File: src/rtl/evt_trig_pkg.sv
package evt_trig_pkg;
   localparam int SEL_W       = 4;
   localparam int PRD_W       = 4;
   localparam int N_CMP       = 4;
   localparam int N_CHAN      = 3;
   localparam int CH_INT      = 0;
   localparam int CH_SOCA     = 1;
   localparam int CH_SOCB     = 2;

   typedef enum logic [SEL_W-1:0] {
      EVS_OFF  = 4'd0,
      EVS_ZERO = 4'd1,
      EVS_PRD  = 4'd2,
      EVS_ZOP  = 4'd3
   } evs_fixed_e;

   localparam int EVS_CMP_BASE = 4;
   localparam int EVS_ALT      = EVS_CMP_BASE + 2*N_CMP;
endpackage

File: src/rtl/evt_trig_select.sv
module evt_trig_select
   import evt_trig_pkg::*;
#(
   parameter int SW      = SEL_W,
   parameter int NC      = N_CMP,
   parameter bit USE_ALT = 1'b0
) (
   input  logic [SW-1:0] sel_i,
   input  logic          zero_i,
   input  logic          prd_i,
   input  logic [NC-1:0] cmp_i,
   input  logic          up_i,
   input  logic          alt_i,
   output logic          evt_o
);
   localparam int ALT_CODE = EVS_CMP_BASE + 2*NC;

   if (ALT_CODE >= (1 << SW)) begin : g_bad_width
      $error("evt_trig_select: select field too narrow for compare count");
   end

   logic fixed_hit;
   logic cmp_hit;
   logic alt_hit;

   always_comb begin
      case (sel_i)
         SW'(EVS_ZERO): fixed_hit = zero_i;
         SW'(EVS_PRD):  fixed_hit = prd_i;
         SW'(EVS_ZOP):  fixed_hit = zero_i | prd_i;
         default:       fixed_hit = 1'b0;
      endcase
   end

   always_comb begin
      cmp_hit = 1'b0;
      for (int i = 0; i < NC; i++) begin
         if (sel_i == SW'(EVS_CMP_BASE + 2*i) && cmp_i[i] && up_i)
            cmp_hit = 1'b1;
         if (sel_i == SW'(EVS_CMP_BASE + 2*i + 1) && cmp_i[i] && !up_i)
            cmp_hit = 1'b1;
      end
   end

   if (USE_ALT) begin : g_alt
      assign alt_hit = (sel_i == SW'(ALT_CODE)) && alt_i;
   end else begin : g_no_alt
      assign alt_hit = 1'b0;
   end

   assign evt_o = fixed_hit | cmp_hit | alt_hit;
endmodule

File: src/rtl/evt_trig_prescale.sv
module evt_trig_prescale
   import evt_trig_pkg::*;
#(
   parameter int PW      = PRD_W,
   parameter bit REG_OUT = 1'b1
) (
   input  logic          clk,
   input  logic          rst_n,
   input  logic          en_i,
   input  logic [PW-1:0] prd_i,
   input  logic          evt_i,
   input  logic          hold_i,
   output logic          fire_o
);
   if (PW < 1 || PW > 8) begin : g_bad_pw
      $error("evt_trig_prescale: period width out of range");
   end

   logic [PW-1:0] cnt_q, cnt_d;
   logic [PW:0]   cnt_inc;
   logic          active;
   logic          hit;

   assign active  = en_i && (prd_i != '0);
   assign cnt_inc = {1'b0, cnt_q} + 1'b1;

   always_comb begin
      cnt_d = cnt_q;
      hit   = 1'b0;
      if (!active) begin
         cnt_d = '0;
      end else if (evt_i && !hold_i) begin
         if (cnt_inc >= {1'b0, prd_i}) begin
            hit   = 1'b1;
            cnt_d = '0;
         end else begin
            cnt_d = cnt_inc[PW-1:0];
         end
      end
   end

   always_ff @(posedge clk) begin
      if (!rst_n) cnt_q <= '0;
      else        cnt_q <= cnt_d;
   end

   if (REG_OUT) begin : g_reg
      logic fire_q;
      always_ff @(posedge clk) begin
         if (!rst_n) fire_q <= 1'b0;
         else        fire_q <= hit;
      end
      assign fire_o = fire_q;

      AST_FIRE_NEEDS_EVT: assert property (@(posedge clk) disable iff (!rst_n)
         fire_q |-> $past(evt_i && !hold_i));
      AST_OFF_SILENT: assert property (@(posedge clk) disable iff (!rst_n)
         !active |=> !fire_q);
      AST_CNT_RESTART: assert property (@(posedge clk) disable iff (!rst_n)
         fire_q |-> (cnt_q == '0));
   end else begin : g_comb
      assign fire_o = hit;
   end

   AST_OFF_CLEARS: assert property (@(posedge clk) disable iff (!rst_n)
      !active |=> (cnt_q == '0));
endmodule

File: src/rtl/pwm_evt_trig.sv
module pwm_evt_trig
   import evt_trig_pkg::*;
#(
   parameter int SW = SEL_W,
   parameter int PW = PRD_W,
   parameter int NC = N_CMP
) (
   input  logic          clk,
   input  logic          rst_n,
   input  logic          ev_zero,
   input  logic          ev_period,
   input  logic [NC-1:0] cmp_match,
   input  logic          cnt_up,
   input  logic          dc_soc_a,
   input  logic          dc_soc_b,
   input  logic [SW-1:0] int_sel,
   input  logic          int_en,
   input  logic [PW-1:0] int_prd,
   input  logic          int_clr,
   input  logic [SW-1:0] soca_sel,
   input  logic          soca_en,
   input  logic [PW-1:0] soca_prd,
   input  logic [SW-1:0] socb_sel,
   input  logic          socb_en,
   input  logic [PW-1:0] socb_prd,
   output logic          int_req,
   output logic          soca_pulse,
   output logic          socb_pulse
);
   logic [SW-1:0] ch_sel [N_CHAN];
   logic [PW-1:0] ch_prd [N_CHAN];
   logic [N_CHAN-1:0] ch_en, ch_alt, ch_evt, ch_hold, ch_fire;
   logic int_q;

   assign ch_sel[CH_INT]  = int_sel;
   assign ch_sel[CH_SOCA] = soca_sel;
   assign ch_sel[CH_SOCB] = socb_sel;
   assign ch_prd[CH_INT]  = int_prd;
   assign ch_prd[CH_SOCA] = soca_prd;
   assign ch_prd[CH_SOCB] = socb_prd;
   assign ch_en   = {socb_en, soca_en, int_en};
   assign ch_alt  = {dc_soc_b, dc_soc_a, 1'b0};
   assign ch_hold = {2'b00, int_q & ~int_clr};

   for (genvar c = 0; c < N_CHAN; c++) begin : g_ch
      evt_trig_select #(
         .SW(SW), .NC(NC), .USE_ALT(c != CH_INT)
      ) u_sel (
         .sel_i (ch_sel[c]),
         .zero_i(ev_zero),
         .prd_i (ev_period),
         .cmp_i (cmp_match),
         .up_i  (cnt_up),
         .alt_i (ch_alt[c]),
         .evt_o (ch_evt[c])
      );
      evt_trig_prescale #(
         .PW(PW), .REG_OUT(c != CH_INT)
      ) u_pre (
         .clk   (clk),
         .rst_n (rst_n),
         .en_i  (ch_en[c]),
         .prd_i (ch_prd[c]),
         .evt_i (ch_evt[c]),
         .hold_i(ch_hold[c]),
         .fire_o(ch_fire[c])
      );
   end

   always_ff @(posedge clk) begin
      if (!rst_n)                  int_q <= 1'b0;
      else if (ch_fire[CH_INT])    int_q <= 1'b1;
      else if (int_clr)            int_q <= 1'b0;
   end

   assign int_req    = int_q;
   assign soca_pulse = ch_fire[CH_SOCA];
   assign socb_pulse = ch_fire[CH_SOCB];

   AST_INT_STICKY: assert property (@(posedge clk) disable iff (!rst_n)
      (int_req && !int_clr) |=> int_req);
   AST_INT_CLEARS: assert property (@(posedge clk) disable iff (!rst_n)
      (int_clr && !ch_fire[CH_INT]) |=> !int_req);
   AST_SET_WINS: assert property (@(posedge clk) disable iff (!rst_n)
      ch_fire[CH_INT] |=> int_req);
   AST_INT_NO_ALT: assert property (@(posedge clk) disable iff (!rst_n)
      (int_sel >= SW'(EVS_ALT)) |-> !ch_evt[CH_INT]);
endmodule

File: config.mk
export PLATFORM = sky130hd
export DESIGN_NAME = pwm_evt_trig
export DESIGN_NICKNAME = d
export VERILOG_FILES = /design/src/rtl/evt_trig_pkg.sv /design/src/rtl/evt_trig_select.sv /design/src/rtl/evt_trig_prescale.sv /design/src/rtl/pwm_evt_trig.sv
export SDC_FILE = /design/constraint.sdc
export NUM_CORES = 1
export LEC_CHECK = 0
export ABC_AREA = 0
export BUFFER_PORTS_ARGS = -buffer_cell sky130_fd_sc_hd__buf_4
export CELL_PAD_IN_SITES_DETAIL_PLACEMENT = 2
export CELL_PAD_IN_SITES_GLOBAL_PLACEMENT = 2
export CORE_AREA = 2 2 76 78
export DETAILED_ROUTE_END_ITERATION = 12
export DIE_AREA = 0 0 78 80
export PLACE_DENSITY_LB_ADDON = 0.1
export SETUP_SLACK_MARGIN = 0.15
export SYNTH_ARGS = -nofsm -noshare
export SYNTH_HDL_FRONTEND = slang
export SYNTH_SLANG_ARGS = --single-unit
File: constraint.sdc
create_clock -name clk -period 1.8 [get_ports clk]
set_input_delay 0.18 -clock clk [delete_from_list [all_inputs] [get_ports clk]]
set_output_delay 0.18 -clock clk [all_outputs]
set_load 0.005 [all_outputs]
======== After elaboration in Yosys (flattened, before gate mapping) ========
Cells that the tools add are included.
storage, ports and cells
  register bits after elaboration ......... 15
  latch bits .............................. 0
  bits in writable memories ............... 0
  bits in read-only memories .............. 0
  output and inout port bits .............. 3
  word-level logic and storage cells ...... 157
  memories ................................ 0
operators by class
  add/subtract/negate cells ............... 3
  multipliers ............................. 0
  div/mod/pow operators ................... 0
  $lt $le $gt $ge ......................... 3
  eq/ne operators ......................... 35
  shift operators ......................... 0
  multiplexer cells ....................... 37
  bitwise logic cells ..................... 8
  reduce and logical (&&, ||, !) cells .... 65
operators with widths
  operator                                                               count
  4-bit equality test, second input constant                             14
  1-bit logical AND                                                      54
  4-bit by 3-bit equality test with 1-bit output, second input constant  12
  1-bit two-way mux                                                      31
  4-bit by 2-bit equality test with 1-bit output, second input constant  6
  4-bit by 1-bit adder with 5-bit output, second input constant          3
  5-bit by 4-bit greater-or-equal comparator with 1-bit output           3
  4-bit by 1-bit equality test with 1-bit output, second input constant  3
  4-bit two-way mux                                                      3
  4-bit nonzero test                                                     3
  1-bit one-hot mux with 3 select lines                                  3
  1-bit OR                                                               6
  2-bit AND reduction                                                    3
  3-bit AND reduction                                                    2
  1-bit logical NOT                                                      2
  2-bit nonzero test                                                     1
  1-bit bitwise AND                                                      1
  1-bit NOT                                                              1

======== Logic depth before layout (Yosys ltp) ========
Gate-level depths: netlist of run 1.
  depth after elaboration ................. 16
  depth in mapped cells ................... 8
  mapped depth without buffers ............ 8

======== Modules after synthesis ========
From an unflattened synthesis of run 1, not the netlist that was laid out.
second synthesis, totals
  cell total of the unflattened synthesis .. 155
  area, all modules ....................... 1353.8 um2
by module, submodules not included
  module                                  times used  cells each  area each (um2)
  evt_trig_prescale at g_ch[1].u_pre ...  2           40          354.1
  evt_trig_prescale at g_ch[0].u_pre      1           40          366.6
  evt_trig_select at g_ch[1].u_sel ...    2           10          81.3
  evt_trig_select at g_ch[0].u_sel        1           11          71.3
  pwm_evt_trig                            1           4           45.0

======== Worst setup path after synthesis of run 1 ========
No wires, ideal clock.
  kind .................................... flip-flop to flip-flop
  start point ............................. register g_ch[2].u_pre.cnt_q[0]
  end point ............................... register g_ch[2].u_pre.cnt_q[3]
  library setup time ...................... 0.058 ns
  arrival time ............................ 1.790 ns
  required time ........................... 1.742 ns
  slack ................................... -0.048 ns
  cell stages (with the launch flop) ...... 8
  clock period less this slack ............ 1.848 ns
  path through ............................ dfxtp_1 ha_1 xor2_1 ha_1 a2111oi_4 o211ai_1 nor3b_1 a31o_2
on the way
  cells in the longest elaborated chain, start to end .. 3
ends and longest elaborated chain
  what                                                          line                     source
  start, declared                                               evt_trig_prescale.sv:19  logic [PW-1:0] cnt_q, cnt_d;
  start signal, assigned                                        evt_trig_prescale.sv:44  else cnt_q <= cnt_d;
  4-bit by 1-bit adder with 5-bit output *                      evt_trig_prescale.sv:25  assign cnt_inc = {1'b0, cnt_q} + 1'b1;
  5-bit by 4-bit greater-or-equal comparator with 1-bit output  evt_trig_prescale.sv:33  if (cnt_inc >= {1'b0, prd_i}) begin
  4-bit two-way mux *                                           evt_trig_prescale.sv:33
Every way passes the cells marked *; elsewhere a longest branch is shown, timed or not.
A chain may end at the register's enable or synchronous reset.

======== Final worst setup path of run 1 ========
  start point ............................. register g_ch[2].u_pre.cnt_q[0]
  end point ............................... register g_ch[2].u_pre.cnt_q[2]
The elaborated chain is that of the path after synthesis.

==> impl_metrics.json, run 1 <==
{
  "final_antenna_net_count": 0,
  "rsz0062_at_grt": "true",
  "die_h_microns": 80,
  "design_area_sq_um": 2150,
  "worstPathCellList": "ha_4 -> xor2_2 -> ha_2 -> o21a_1 -> nor2_4 -> buf_6 -> o21bai_4 -> o311ai_2 -> a31o_2",
  "outcome": "finished, violations left",
  "power_density_nw_per_um2": 439,
  "grt_pass1_wl_microns": 8100,
  "clock_path_buffers": 2,
  "clock-sinks": 15,
  "cts_tree": "built",
  "first_global_vias": 1692,
  "fmax_mhz": 529,
  "dpl.hpwl_microns": 3900,
  "netlist.area_leader.share_pct": 22.1,
  "violations": "setup timing",
  "post-route-period-util_pct": 105,
  "dpl_cell_area_sq_um": 1860,
  "power.leakage_nw": 0.909,
  "syn_area_sq_um": 1360,
  "overflow": 0,
  "utilization_pct": 39.9,
  "initial_core_util_pct": 25.1,
  "ys_top_cells_by_area": "dfxtp_1 (22%), ha_1 (14%), inv_1 (3.9%)",
  "synthArstFlopShare_pct": 0,
  "total_power_mw": 0.946,
  "viasPerCell": 5.04,
  "tightest_slew_ps": 629,
  "ys_ff_latch": 15,
  "ir_worst_vdd_mv": 0.256,
  "drc": 0,
  "tns_ps": -493,
  "yosys_warnings": 0,
  "cp_max_fo": 4,
  "min_path_type": "input port to flip-flop",
  "nFillCells": 603,
  "syn-num-nets": 211,
  "synthTopCellsByCount": "dfxtp_1 (15), ha_1 (15), inv_1 (14), nand3_1 (9), nand2_1 (8)",
  "htreeDepth": 1,
  "dr.pass1.iters": 4,
  "core_sq_um": 5410,
  "antenna_found_initial": 0,
  "place_congestion": 0.795,
  "setup_slack_ps": -89.4,
  "slowest_delay_ps": 360,
  "grtUsageTotal_pct": 16.5,
  "n_antenna_cell": 0,
  "synth_cell_types": 45,
  "critical_path_class": "flip-flop to flip-flop",
  "nets": 269,
  "slew_viol_final": 0,
  "worstPathRequired_ps": 1940,
  "row_count": 27,
  "areaGrowthSynthToFinish_pct": 58.6,
  "fin_crit_ps": 1890,
  "clkTransAtPathRegs_ps": 70,
  "end_kind": "flip-flop",
  "finalHoldViolations": 0,
  "finalClockSkew_ps": 6.27,
  "avgSynthCellArea_sq_um": 8.65,
  "port_buffers": 41,
  "vias": 1442,
  "critical_path_arrival_ps": 2030,
  "synthCells": 157,
  "drt_iter0_drc": 16,
  "ys_seq_area_share_pct": 22.1,
  "dieArea_sq_um": 6240,
  "slew_headroom_pct": 57.8,
  "setup_viol": 8,
  "wl_microns": 4870,
  "synth_ff_type": "dfxtp_1",
  "io-pin-count": 42,
  "maxCapViolCount": 0,
  "wire_per_inst_microns": 17.0,
  "clk_latency_ps": 250,
  "hold_ws_ps": 217,
  "drive_above_1_share_pct": 50.5,
  "fp.dieW_microns": 78,
  "yosys.area.top_type": "dfxtp_1",
  "start_kind": "flip-flop",
  "slowest_stage": "dfxtp_4",
  "synth-edff-count": 0,
  "grt_max_degree": 9,
  "cts_made_buffers": 3,
  "clock-root-buffer": "clkbuf_8"
}
==> power breakdown <==
| part | internal (mW) | switching (mW) | total (mW) |
|---|---|---|---|
| Clock | 0.157 | 0.130 | 0.287 |
| Combinational | 0.169 | 0.155 | 0.324 |
| Sequential | 0.329 | 0.00686 | 0.336 |
| Total | 0.655 | 0.291 | 0.946 |
==> sequential cells by signal (all words and copies together) (netlist names) <==
name and count:
int_req 1, g_ch.u_pre.fire_o 2, g_ch.u_pre.cnt_q 12
==> layout by cell type, fill, tap and decap left out, types with 3 or more instances in the layout <==
cell / synthesis / final
buf_4: 0 / 52
inv_1: 14 / 14
nand3_1: 9 / 8
nand2_1: 8 / 8
nand3b_1: 7 / 7
ha_4: 0 / 7
dfxtp_4: 0 / 7
nor2_1: 7 / 6
a31o_2: 6 / 6
ha_1: 15 / 6
dfxtp_1: 15 / 6
nand2b_1: 5 / 5
a21oi_2: 0 / 4
a22oi_1: 4 / 4
xnor2_1: 4 / 3
xor2_1: 5 / 3
a21oi_1: 7 / 3
nor3_1: 6 / 3
a211o_1: 4 / 3
nor3_2: 0 / 3
clkbuf_8: 0 / 3
==> cells by family after synthesis <==
group           Yosys count  share of synthesized area (%)
flops                    15                           22.1
buf+inv                  14                           3.87
compound gates           46                           29.0
xor+xnor                  9                           5.80
fa+ha+maj                15                           13.8
mux                       2                           1.47
simple gates             56                           23.9
==> layout make-up <==
type                       instances  area [sq um]  share of cell area [%]
clock buffer                       4          45.0                    2.09
inverter                          14          52.6                    2.44
multi-input combinational        128          1240                    57.4
sequential                        15           329                    15.3
tap                               72          90.1                    4.18
timing repair buffer              53           402                    18.6
==> routing by layer <==
| metal | share of wire, % | track usage, % | vias up |
|---|---|---|---|
| met4 | 0.31 | 4.21 | 0 |
| met1 | 44 | 19.2 | 700 |
| li1 | - | - | 712 |
| met5 | 0 | 0 | - |
| met2 | 53 | 31.2 | 28 |
| met3 | 2.9 | 2.60 | 2 |
==> stage by stage <==
step / setup slack (ps) / cells
floorplan: 66.5 / 157
global placement: -73.7 / 271
detailed placement: -132 / 271
CTS: -91.9 / 282
global route: -170 / 286
finish: -89.4 / 286
==> worst max-delay path: cells and delay by family (launching register included) <==
family | cells | cell delay [ps]
AOI/OAI and AO/OA | 4 | 640
xor gates and xnor gates | 1 | 140
adders and majority gates | 2 | 470
buffers and inverters | 1 | 120
DFF | 1 | 360
and+or+nand+nor | 1 | 50
==> final timing paths <==
path / from / cells past startpoint / end / slack (ps)
hold reg to reg: g_ch[0].u_pre.cnt_q[1] / 2 / g_ch[0].u_pre.cnt_q[1] / 530
setup / recovery: g_ch[2].u_pre.cnt_q[0] / 9 / g_ch[2].u_pre.cnt_q[2] / -90
hold / removal: rst_n / 3 / int_req / 220
setup reg to reg: g_ch[2].u_pre.cnt_q[0] / 9 / g_ch[2].u_pre.cnt_q[2] / -90
==> what timing repair did <==
item                                    in CTS  in global routing
endpoints found under the hold margin        0                  0
hold buffers                                 0                  0
endpoints found under the setup margin      14                 15
setup buffers                                7                  4
resized for setup                           15                 21
pin swaps                                   11                 18
Power figures use the tool's default switching activity.
==> inputs of run 2 (changes only) <==
Settings changed: SYNTH_HIERARCHICAL set to 1.
==> impl_metrics.json, run 2 <==
{
  "fin_crit_ps": 1800,
  "clk_latency_ps": 240,
  "dp_cells": 275,
  "dieArea_sq_um": 6240,
  "largest-register": "g_ch.u_pre/cnt_q",
  "synth_cell_types": 41,
  "yosys_warnings": 6,
  "r2r_cells": 6,
  "path_buf_inv": 0,
  "largest_reg_flops": 12,
  "end_kind": "flip-flop",
  "critical_path_arrival_ps": 1940,
  "wl_microns": 4350,
  "fp.dieW_microns": 78,
  "row_count": 27,
  "reg2reg_slack_ps": -4,
  "maxCapViolCount": 0,
  "critical_path_class": "flip-flop to flip-flop",
  "setup.worst_path.end": "int_req",
  "avgSynthCellArea_sq_um": 8.73,
  "synth_ff_type": "dfxtp_1",
  "clock-sinks": 15,
  "core_sq_um": 5410,
  "r2r-start": "g_ch[0].u_pre/cnt_q[1]",
  "path_delay_family": "compound AO/OA/AOI/OAI gates",
  "areaGrowthSynthToFinish_pct": 56.1,
  "synthCells": 155,
  "synth-edff-count": 0,
  "nets": 272,
  "fmax_mhz": 554,
  "synthArstFlopShare_pct": 0,
  "grt_max_degree": 9,
  "cts_hold_buf": 0,
  "n_antenna_cell": 0,
  "die_h_microns": 80,
  "overflow": 0,
  "ys_ff_latch": 15,
  "drt_iter0_drc": 29,
  "p_sw_share_pct": 27.7,
  "p_int_mw": 0.637,
  "viasPerCell": 4.88,
  "place_congestion": 0.703,
  "violations": "setup timing",
  "synthTopCellsByCount": "dfxtp_1 (15), ha_1 (15), inv_1 (13), nand2_1 (9), xor2_1 (8)",
  "cts_tree": "built",
  "grtUsageTotal_pct": 15.0,
  "switchingPower_mw": 0.244,
  "cts_made_buffers": 3,
  "slew_viol_final": 0,
  "startpoint": "g_ch[0].u_pre/cnt_q[1]",
  "io-pin-count": 42,
  "total_power_mw": 0.881,
  "dr.pass1.iters": 4,
  "ys_top_cells_by_area": "dfxtp_1 (22%), ha_1 (14%), mux2i_1 (5.2%)",
  "nFillCells": 607,
  "slowest_stage": "a2111oi_4",
  "outcome": "finished, violations left",
  "min_path_type": "input port to flip-flop",
  "clock_path_buffers": 2,
  "initial_core_util_pct": 25.0,
  "final_cell_mix": "buf_4 (55), inv_1 (12), nand2_1 (9), ha_1 (9), dfxtp_1 (8)",
  "finalHoldViolations": 0,
  "drive_above_1_share_pct": 45.2,
  "wire_per_inst_microns": 15.1,
  "setup_viol": 1,
  "clkTransAtPathRegs_ps": 60,
  "start_kind": "flip-flop",
  "rsz0062_at_grt": "true",
  "sequentialPowerShare_pct": 38.3,
  "p_clk_share_pct": 30.7,
  "final_cells": 289,
  "setup_slack_ps": -3.99,
  "critical_path_depth": 6,
  "post-route-period-util_pct": 100,
  "power_density_nw_per_um2": 417,
  "finalClockSkew_ps": 2.20,
  "p_comb_share_pct": 31.0,
  "yosys.area.top_type": "dfxtp_1",
  "final_antenna_net_count": 0,
  "worstPathCellList": "ha_4 -> ha_4 -> a2111oi_4 -> o21ai_2 -> and4_4 -> o21a_1",
  "syn_area_sq_um": 1350,
  "clock-root-buffer": "clkbuf_8",
  "final_common_cell": "buf_4",
  "ys_seq_area_share_pct": 22.2,
  "power.leakage_nw": 0.917,
  "r2r_end": "int_req",
  "worst_path_most_repeated_cell": "ha_4",
  "first_global_vias": 1647,
  "cp_max_fo": 4,
  "drc": 0,
  "antenna_found_initial": 0,
  "port_buffers": 41,
  "vias": 1410,
  "worstPathRequired_ps": 1940,
  "dpl.hpwl_microns": 3630,
  "htreeDepth": 1,
  "netlist.area_leader.share_pct": 22.2,
  "slowest_delay_ps": 380,
  "ir_worst_vdd_mv": 0.207,
  "grt_pass1_wl_microns": 7400
}
[run 2: logic make-up after synthesis]
kind of cell / count (synthesis) / share of synthesized area, %
buffers and inverters: 13 / 3.60
xor gates and xnor gates: 13 / 8.41
DFF: 15 / 22.2
and+or+nand+nor: 58 / 27.1
AOI/OAI and AO/OA: 33 / 19.4
other: 1 / 0.277
muxes: 7 / 5.18
adders and majority gates: 15 / 13.9
[run 2: worst reg2reg max path: cells and delay by family, from the launching register on]
family          cells  cell delay (ps)
flops               1              370
simple gates        1              160
compound gates      3              670
fa+ha+maj           2              500
[run 2: worst min-delay path by stage]
stage	from	to	slack, ps	cells after the start
finish	rst_n	int_req	200	2
global route	rst_n	int_req	210	2
CTS	rst_n	int_req	200	2
detailed placement	rst_n	int_req	460	2
global placement	rst_n	int_req	440	2
floorplan	rst_n	int_req	300	1
[run 2: layout make-up]
type	instances	area [sq um]	area share, %
well taps	72	90.1	4.26
inverters	13	48.8	2.31
flip-flops and latches	15	317	15.0
clock buffers	4	45.0	2.13
multi-input cells	130	1200	56.8
repair buffers	55	413	19.5
[run 2: what timing repair did]
action	4_1_cts	5_1_grt
pin swaps	20	11
resized for setup	17	6
buffers inserted	8	2
endpoints found under the setup margin	15	15
[run 2: power groups by stage]
stage	combinational, mW	clock, mW	sequential (mW)
6_report	0.273	0.271	0.337
4_1_cts	0.276	0.288	0.338
3_5_place_dp	0.251	0	0.347
2_1_floorplan	0.124	0	0.346
3_3_place_gp	0.236	0	0.346
5_1_grt	0.302	0.297	0.337
[run 2: through the flow]
step	worst slack, ps	cell area (sq um)	TNS, ps	hold WS (ps)	util (%)
detailed placement	-53.5	1870	-175	458	34.5
CTS	-19.4	2070	-19.4	201	38.3
floorplan	103	1440	0	297	-
global route	-60.4	2110	-160	210	39.1
global placement	30.0	1870	0	444	34.5
finish	-3.99	2110	-3.99	204	39.1
[run 2: per-layer routing]
metal	vias up	track usage, %	wire (microns)	share of wire (%)
met5	-	0	0	0
met4	0	4.21	29	0.67
li1	684	-	-	-
met2	32	31.0	2440	56
met1	692	15.5	1740	40
met3	2	2.04	137	3.1
